File: src/rtl/mealy4_pkg.sv
package mealy4_pkg;
    typedef enum logic [1:0] {
        ST_IDLE = 2'd0,
        ST_RUN  = 2'd1,
        ST_WAIT = 2'd2,
        ST_DONE = 2'd3
    } state_t;

    // write-enable and value for one output on a transition
    typedef struct packed {
        logic wr_flag;
        logic flag_v;
        logic wr_mark;
        logic mark_v;
        logic wr_code;
        logic code_sel_a;
    } out_cmd_t;
endpackage

File: src/rtl/mealy4_next.sv
module mealy4_next
    import mealy4_pkg::*;
(
    input  state_t   cur_i,
    input  logic     go_i,
    input  logic     rdy_i,
    input  logic     sel_i,
    output state_t   nxt_o,
    output out_cmd_t cmd_o
);
    always_comb begin
        nxt_o = cur_i;
        cmd_o = '0;
        unique case (cur_i)
            ST_IDLE: begin
                cmd_o.wr_code = 1'b1;
                if (go_i) begin
                    cmd_o.code_sel_a = 1'b1;
                    nxt_o = ST_RUN;      // T_IDLE_GO
                end else begin
                    nxt_o = ST_DONE;     // T_IDLE_SKIP
                end
            end
            ST_RUN: begin
                if (rdy_i) begin
                    cmd_o.wr_flag = 1'b1;
                    nxt_o = ST_WAIT;     // T_RUN_ADV
                end else begin
                    cmd_o.wr_mark = 1'b1;
                    cmd_o.mark_v  = 1'b1; // T_RUN_STAY
                end
            end
            ST_WAIT: begin
                cmd_o.wr_flag = 1'b1;
                if (sel_i) begin
                    cmd_o.flag_v = 1'b1;
                    nxt_o = ST_DONE;     // T_WAIT_ADV
                end
            end
            ST_DONE: nxt_o = ST_IDLE;    // T_DONE_RET
            default: nxt_o = ST_IDLE;
        endcase
    end
endmodule

File: src/rtl/mealy4_outreg.sv
module mealy4_outreg
    import mealy4_pkg::*;
#(
    parameter int CODE_W = 4,
    parameter logic [CODE_W-1:0] CODE_A = 4'h5,
    parameter logic [CODE_W-1:0] CODE_B = 4'hA
) (
    input  logic              clk_i,
    input  logic              rst_i,
    input  logic              en_i,
    input  out_cmd_t          cmd_i,
    output logic              flag_o,
    output logic              mark_o,
    output logic [CODE_W-1:0] code_o
);
    always_ff @(posedge clk_i) begin
        if (rst_i) begin
            flag_o <= 1'b0;
            mark_o <= 1'b0;
            code_o <= CODE_B;
        end else if (en_i) begin
            if (cmd_i.wr_flag) flag_o <= cmd_i.flag_v;
            if (cmd_i.wr_mark) mark_o <= cmd_i.mark_v;
            if (cmd_i.wr_code) code_o <= cmd_i.code_sel_a ? CODE_A : CODE_B;
        end
    end
endmodule

File: src/rtl/mealy4_ctrl.sv
module mealy4_ctrl
    import mealy4_pkg::*;
#(
    parameter int CODE_W = 4,
    parameter logic [CODE_W-1:0] CODE_A = 4'h5,
    parameter logic [CODE_W-1:0] CODE_B = 4'hA
) (
    input  logic              clk_i,
    input  logic              rst_i,
    input  logic              en_i,
    input  logic              go_i,
    input  logic              rdy_i,
    input  logic              sel_i,
    output logic              flag_o,
    output logic              mark_o,
    output logic [CODE_W-1:0] code_o,
    output logic [1:0]        state_o
);
    state_t   cur_q, nxt;
    out_cmd_t cmd;

    mealy4_next u_next (
        .cur_i(cur_q), .go_i(go_i), .rdy_i(rdy_i), .sel_i(sel_i),
        .nxt_o(nxt), .cmd_o(cmd)
    );

    always_ff @(posedge clk_i) begin
        if (rst_i)     cur_q <= ST_IDLE;
        else if (en_i) cur_q <= nxt;
    end

    mealy4_outreg #(.CODE_W(CODE_W), .CODE_A(CODE_A), .CODE_B(CODE_B)) u_out (
        .clk_i(clk_i), .rst_i(rst_i), .en_i(en_i), .cmd_i(cmd),
        .flag_o(flag_o), .mark_o(mark_o), .code_o(code_o)
    );

    assign state_o = cur_q;
endmodule

File: config.mk
export PLATFORM = sky130hd
export DESIGN_NAME = mealy4_ctrl
export DESIGN_NICKNAME = d
export VERILOG_FILES = /design/src/rtl/mealy4_pkg.sv /design/src/rtl/mealy4_next.sv /design/src/rtl/mealy4_outreg.sv /design/src/rtl/mealy4_ctrl.sv
export SDC_FILE = /design/constraint.sdc
export NUM_CORES = 1
export LEC_CHECK = 0
export ABC_CLOCK_PERIOD_IN_PS = 1500
export BUFFER_PORTS_ARGS = -buffer_cell sky130_fd_sc_hd__buf_2
export CORE_AREA = 8 8 45 47
export DETAILED_ROUTE_END_ITERATION = 8
export DIE_AREA = 0 0 53 55
export SYNTH_ARGS = -nofsm -noshare
export SYNTH_HDL_FRONTEND = slang
export SYNTH_SLANG_ARGS = --single-unit
File: constraint.sdc
create_clock -name clk_i -period 1.5 [get_ports clk_i]
set_input_delay 0.15 -clock clk_i [delete_from_list [all_inputs] [get_ports clk_i]]
set_output_delay 0.15 -clock clk_i [all_outputs]
set_load 0.005 [all_outputs]
==> impl_summary.md <==
Detailed routing
The average via count per standard cell is 4.648. The post-detailed-route count of antenna-violating nets is 0. After detailed routing, the average wire length per cell comes to 11.61 um. The first-pass detailed-route iteration total is 4. The detailed router used layers up to and including met4. After the first detailed-routing iteration, the DRC count stood at 5. The total via count after detailed routing is 330. The residual DRC count is 0. Wire segments on met2 add up to 298 um in the final route. The sum of routed wire segments on met1 is 414 um. Detailed routing placed a total of 93 um of wire on met3.

Wires add up to 824 um.

Synthesis
The number of different library cells in the post-synthesis netlist is 16. The number of synthesized flops with an enable pin is 0. The Yosys step of the flow raised 0 warnings. The most common cell in the netlist is sky130_fd_sc_hd__dfxtp_1. The post-synthesis cell count is 40. For this run, the leading register cell type out of synthesis is sky130_fd_sc_hd__dfxtp_1. The number of storage elements in the synthesis netlist is 6.

The net count after synthesis is 51. The sequential-to-total area share from yosys stat is 35.04%. The largest total area in the synthesized netlist belongs to sky130_fd_sc_hd__dfxtp_1.

The area of the mapped netlist is 342.8 um^2. Of the post-synthesis cell area, the dominant cell type holds 35.04%. By area the synthesized netlist is led by sky130_fd_sc_hd__dfxtp_1, sky130_fd_sc_hd__ha_1, sky130_fd_sc_hd__nand2b_1. The synthesized area per cell is 8.571 um^2. The proportion of register bits with asynchronous set or reset after synthesis is 0%.

After synthesis, the most frequently instantiated cells are sky130_fd_sc_hd__dfxtp_1, sky130_fd_sc_hd__ha_1, sky130_fd_sc_hd__nand2_1.

GRT
The via count of the first global-routing pass was 307. The initial antenna violation count is 0. Entering global routing, the biggest net connects 8 pins. Summed over all layers, the global routing overflow is 0. The combined global-route utilization of all metal layers is 6.674%. The first global-routing pass estimated 1338 um of wire.

STA
The clock period minus final worst setup slack is 1.355 ns. The final worst clock skew is 0.005697 ns. The worst setup margin is 0.1447 ns. Setup repair after global routing left no endpoint under its margin. The relative max-transition margin is 85.41%. For the pin with the worst max-slew slack, the measured transition is 0.2173 ns. In the finished design, the share of the clock period the worst path needs comes to 90.35%. Static timing analysis puts the maximum clock frequency at 737.8 MHz.

The number of hold-slack violations in the final timing report came to 0. The final-report max-slew violation count is 0. The summed negative setup slack over all endpoints is 0 ns. Setup violations remaining at the end of the flow were counted as 0.

Worst setup path
The flop-to-flop setup slack is 0.14 ns. The worst setup path is launched from a flop. Traced cell by cell, the critical path runs through inv_1 > ha_1 > nand2_1 > or3_1 > a21oi_1.

The kind of cell adding the most delay to the critical path is simple AND/OR/NAND/NOR gates. The slowest cell on the critical path is sky130_fd_sc_hd__or3_1. The worst register-to-register path ends at u_out.flag_o. The sort of element at the end of the critical path is a flop. The critical setup path kind is reg2reg. Data arrives at the worst endpoint at 1.53 ns.

The startpoint of the most critical register-to-register path is state_o[0]. At the worst endpoint, the required time is 1.68 ns. The depth of the worst register-to-register path is 5. The top fanout value on the critical path is 4. The critical path's largest stage delay is 0.36 ns. The count of buffer and inverter cells on the critical path is 1.

Power
The power per standard cell area is 1050 nW/um^2. The highest ir drop seen on vdd is 0.3041 mV. The final total power is 466.4 uW.

The analysis attributes to cell leakage a power of 0.0002149 uW.

Clock tree
In this run the clock root is driven by a sky130_fd_sc_hd__clkbuf_4. The maximum clock path buffer count is 2. The TritonCTS clock tree is done. The latest clock arrival within the worst-skew pair is 0.25 ns. Counting every sink on the clock net gives 6. For this design, the CTS-stage hold fixing added 0 buffers. Clock-pin slew was measured on the worst setup and hold paths at 0.05 ns. The number of clock buffers inserted by TritonCTS is 3.

The H-tree depth reported by CTS is 1.

Layout
The number of antenna cells inserted is 0. The final cell utilization of the core is 32.10%. The synthesis-to-finish area growth is 29.56%. Cells with a size suffix above 1 make up 32.73% of the layout. The post-layout net count is 68.

Run status
The run finished with clean final reports.

Placed design
The global placer's final weighted congestion is 0.7997. The number of port buffers is 13. The setup slack after placement is 0.1255 ns.

Floorplan
The number of top-level pins is 14. The die is 53 um wide. The row count is 14. The die is 55 um tall. The starting density of the core is 24.77%. The total core area is 1384 um^2.

The floorplan step defined a die boundary enclosing 2915 um^2.

Hold path
The startpoint identified for the worst hold timing path is rst_i. The worst hold path passes through 2 cells. The tightest min-delay check is of the in2reg type. The endpoint of the worst hold-timing path is u_out.flag_o.

Job
The number of max-capacitance violations reported is 0.
-- how the worst max path moves through the flow --
stage / startpoint / end / slack [ns] / depth (start not counted)
2_1_floorplan: state_o[0] / u_out.flag_o / 0.16 / 5
3_3_place_gp: state_o[1] / u_out.flag_o / 0.16 / 5
3_5_place_dp: state_o[1] / u_out.flag_o / 0.13 / 5
4_1_cts: state_o[1] / u_out.flag_o / 0.11 / 5
5_1_grt: state_o[1] / u_out.flag_o / 0.02 / 5
6_report: state_o[0] / u_out.flag_o / 0.14 / 5
-- cell usage in the layout, fill, tap and decap left out, drive strengths merged --
cell type,n
or3,1
inv,3
dfxtp,6
a311oi,1
a21oi,3
a31oi,2
nand2b,3
and3,1
ha,5
o21ai,1
nand3,1
nand2,4
a21o,2
clkbuf,3
buf,14
a211oi,2
nor2,3
-- cell families (layout without fill, tap and decap cells) --
| group | count (synthesis) | in the layout | synth area share [%] |
|---|---|---|---|
| AO/OA/AOI/OAI | 11 | 11 | 20.80 |
| buffers and inverters | 5 | 20 | 7.663 |
| adder cells (fa/ha/maj) | 5 | 5 | 18.25 |
| flip-flops | 6 | 6 | 35.04 |
| AND/OR/NAND/NOR | 13 | 13 | 18.25 |
-- per-layer routing --
layer | vias to the layer above | GRT usage (%)
li1 | 171 | -
met1 | 141 | 7.317
met2 | 16 | 9.180
met3 | 2 | 4.011
met4 | 0 | 5.172
met5 | - | 0
-- repair_timing --
action | in CTS | in global routing
setup buffers | 0 | 0
endpoints found under the setup margin | 0 | 1
gates resized for setup | 0 | 1
-- metrics by stage --
stage,instances,instance area [um^2],hold slack [ns]
3_3_place_gp,68,420.4,0.4182
6_report,71,444.2,0.1611
4_1_cts,71,442.9,0.1551
5_1_grt,71,444.2,0.1764
3_5_place_dp,68,420.4,0.4169
2_1_floorplan,40,342.8,0.2191
-- cell type report --
class	count	area, um^2
repair buffers	14	72.57
multi-input cells	29	196.4
flip-flops and latches	6	121.4
clock buffers	3	22.52
well taps	16	20.02
fillers	152	939.7
inverters	3	11.26
-- flip-flops by register name, indices dropped and copies added, names as in the netlist --
name,flops
u_out.flag_o,1
u_out.mark_o,1
u_out.code_o,2
state_o,2
-- power by group --
group          total [uW]  internal, uW  switching (uW)
Combinational         129          58.2            70.7
Clock                 154          90.8            63.3
Sequential            183           175            8.51
Power figures use the tool's default switching activity.
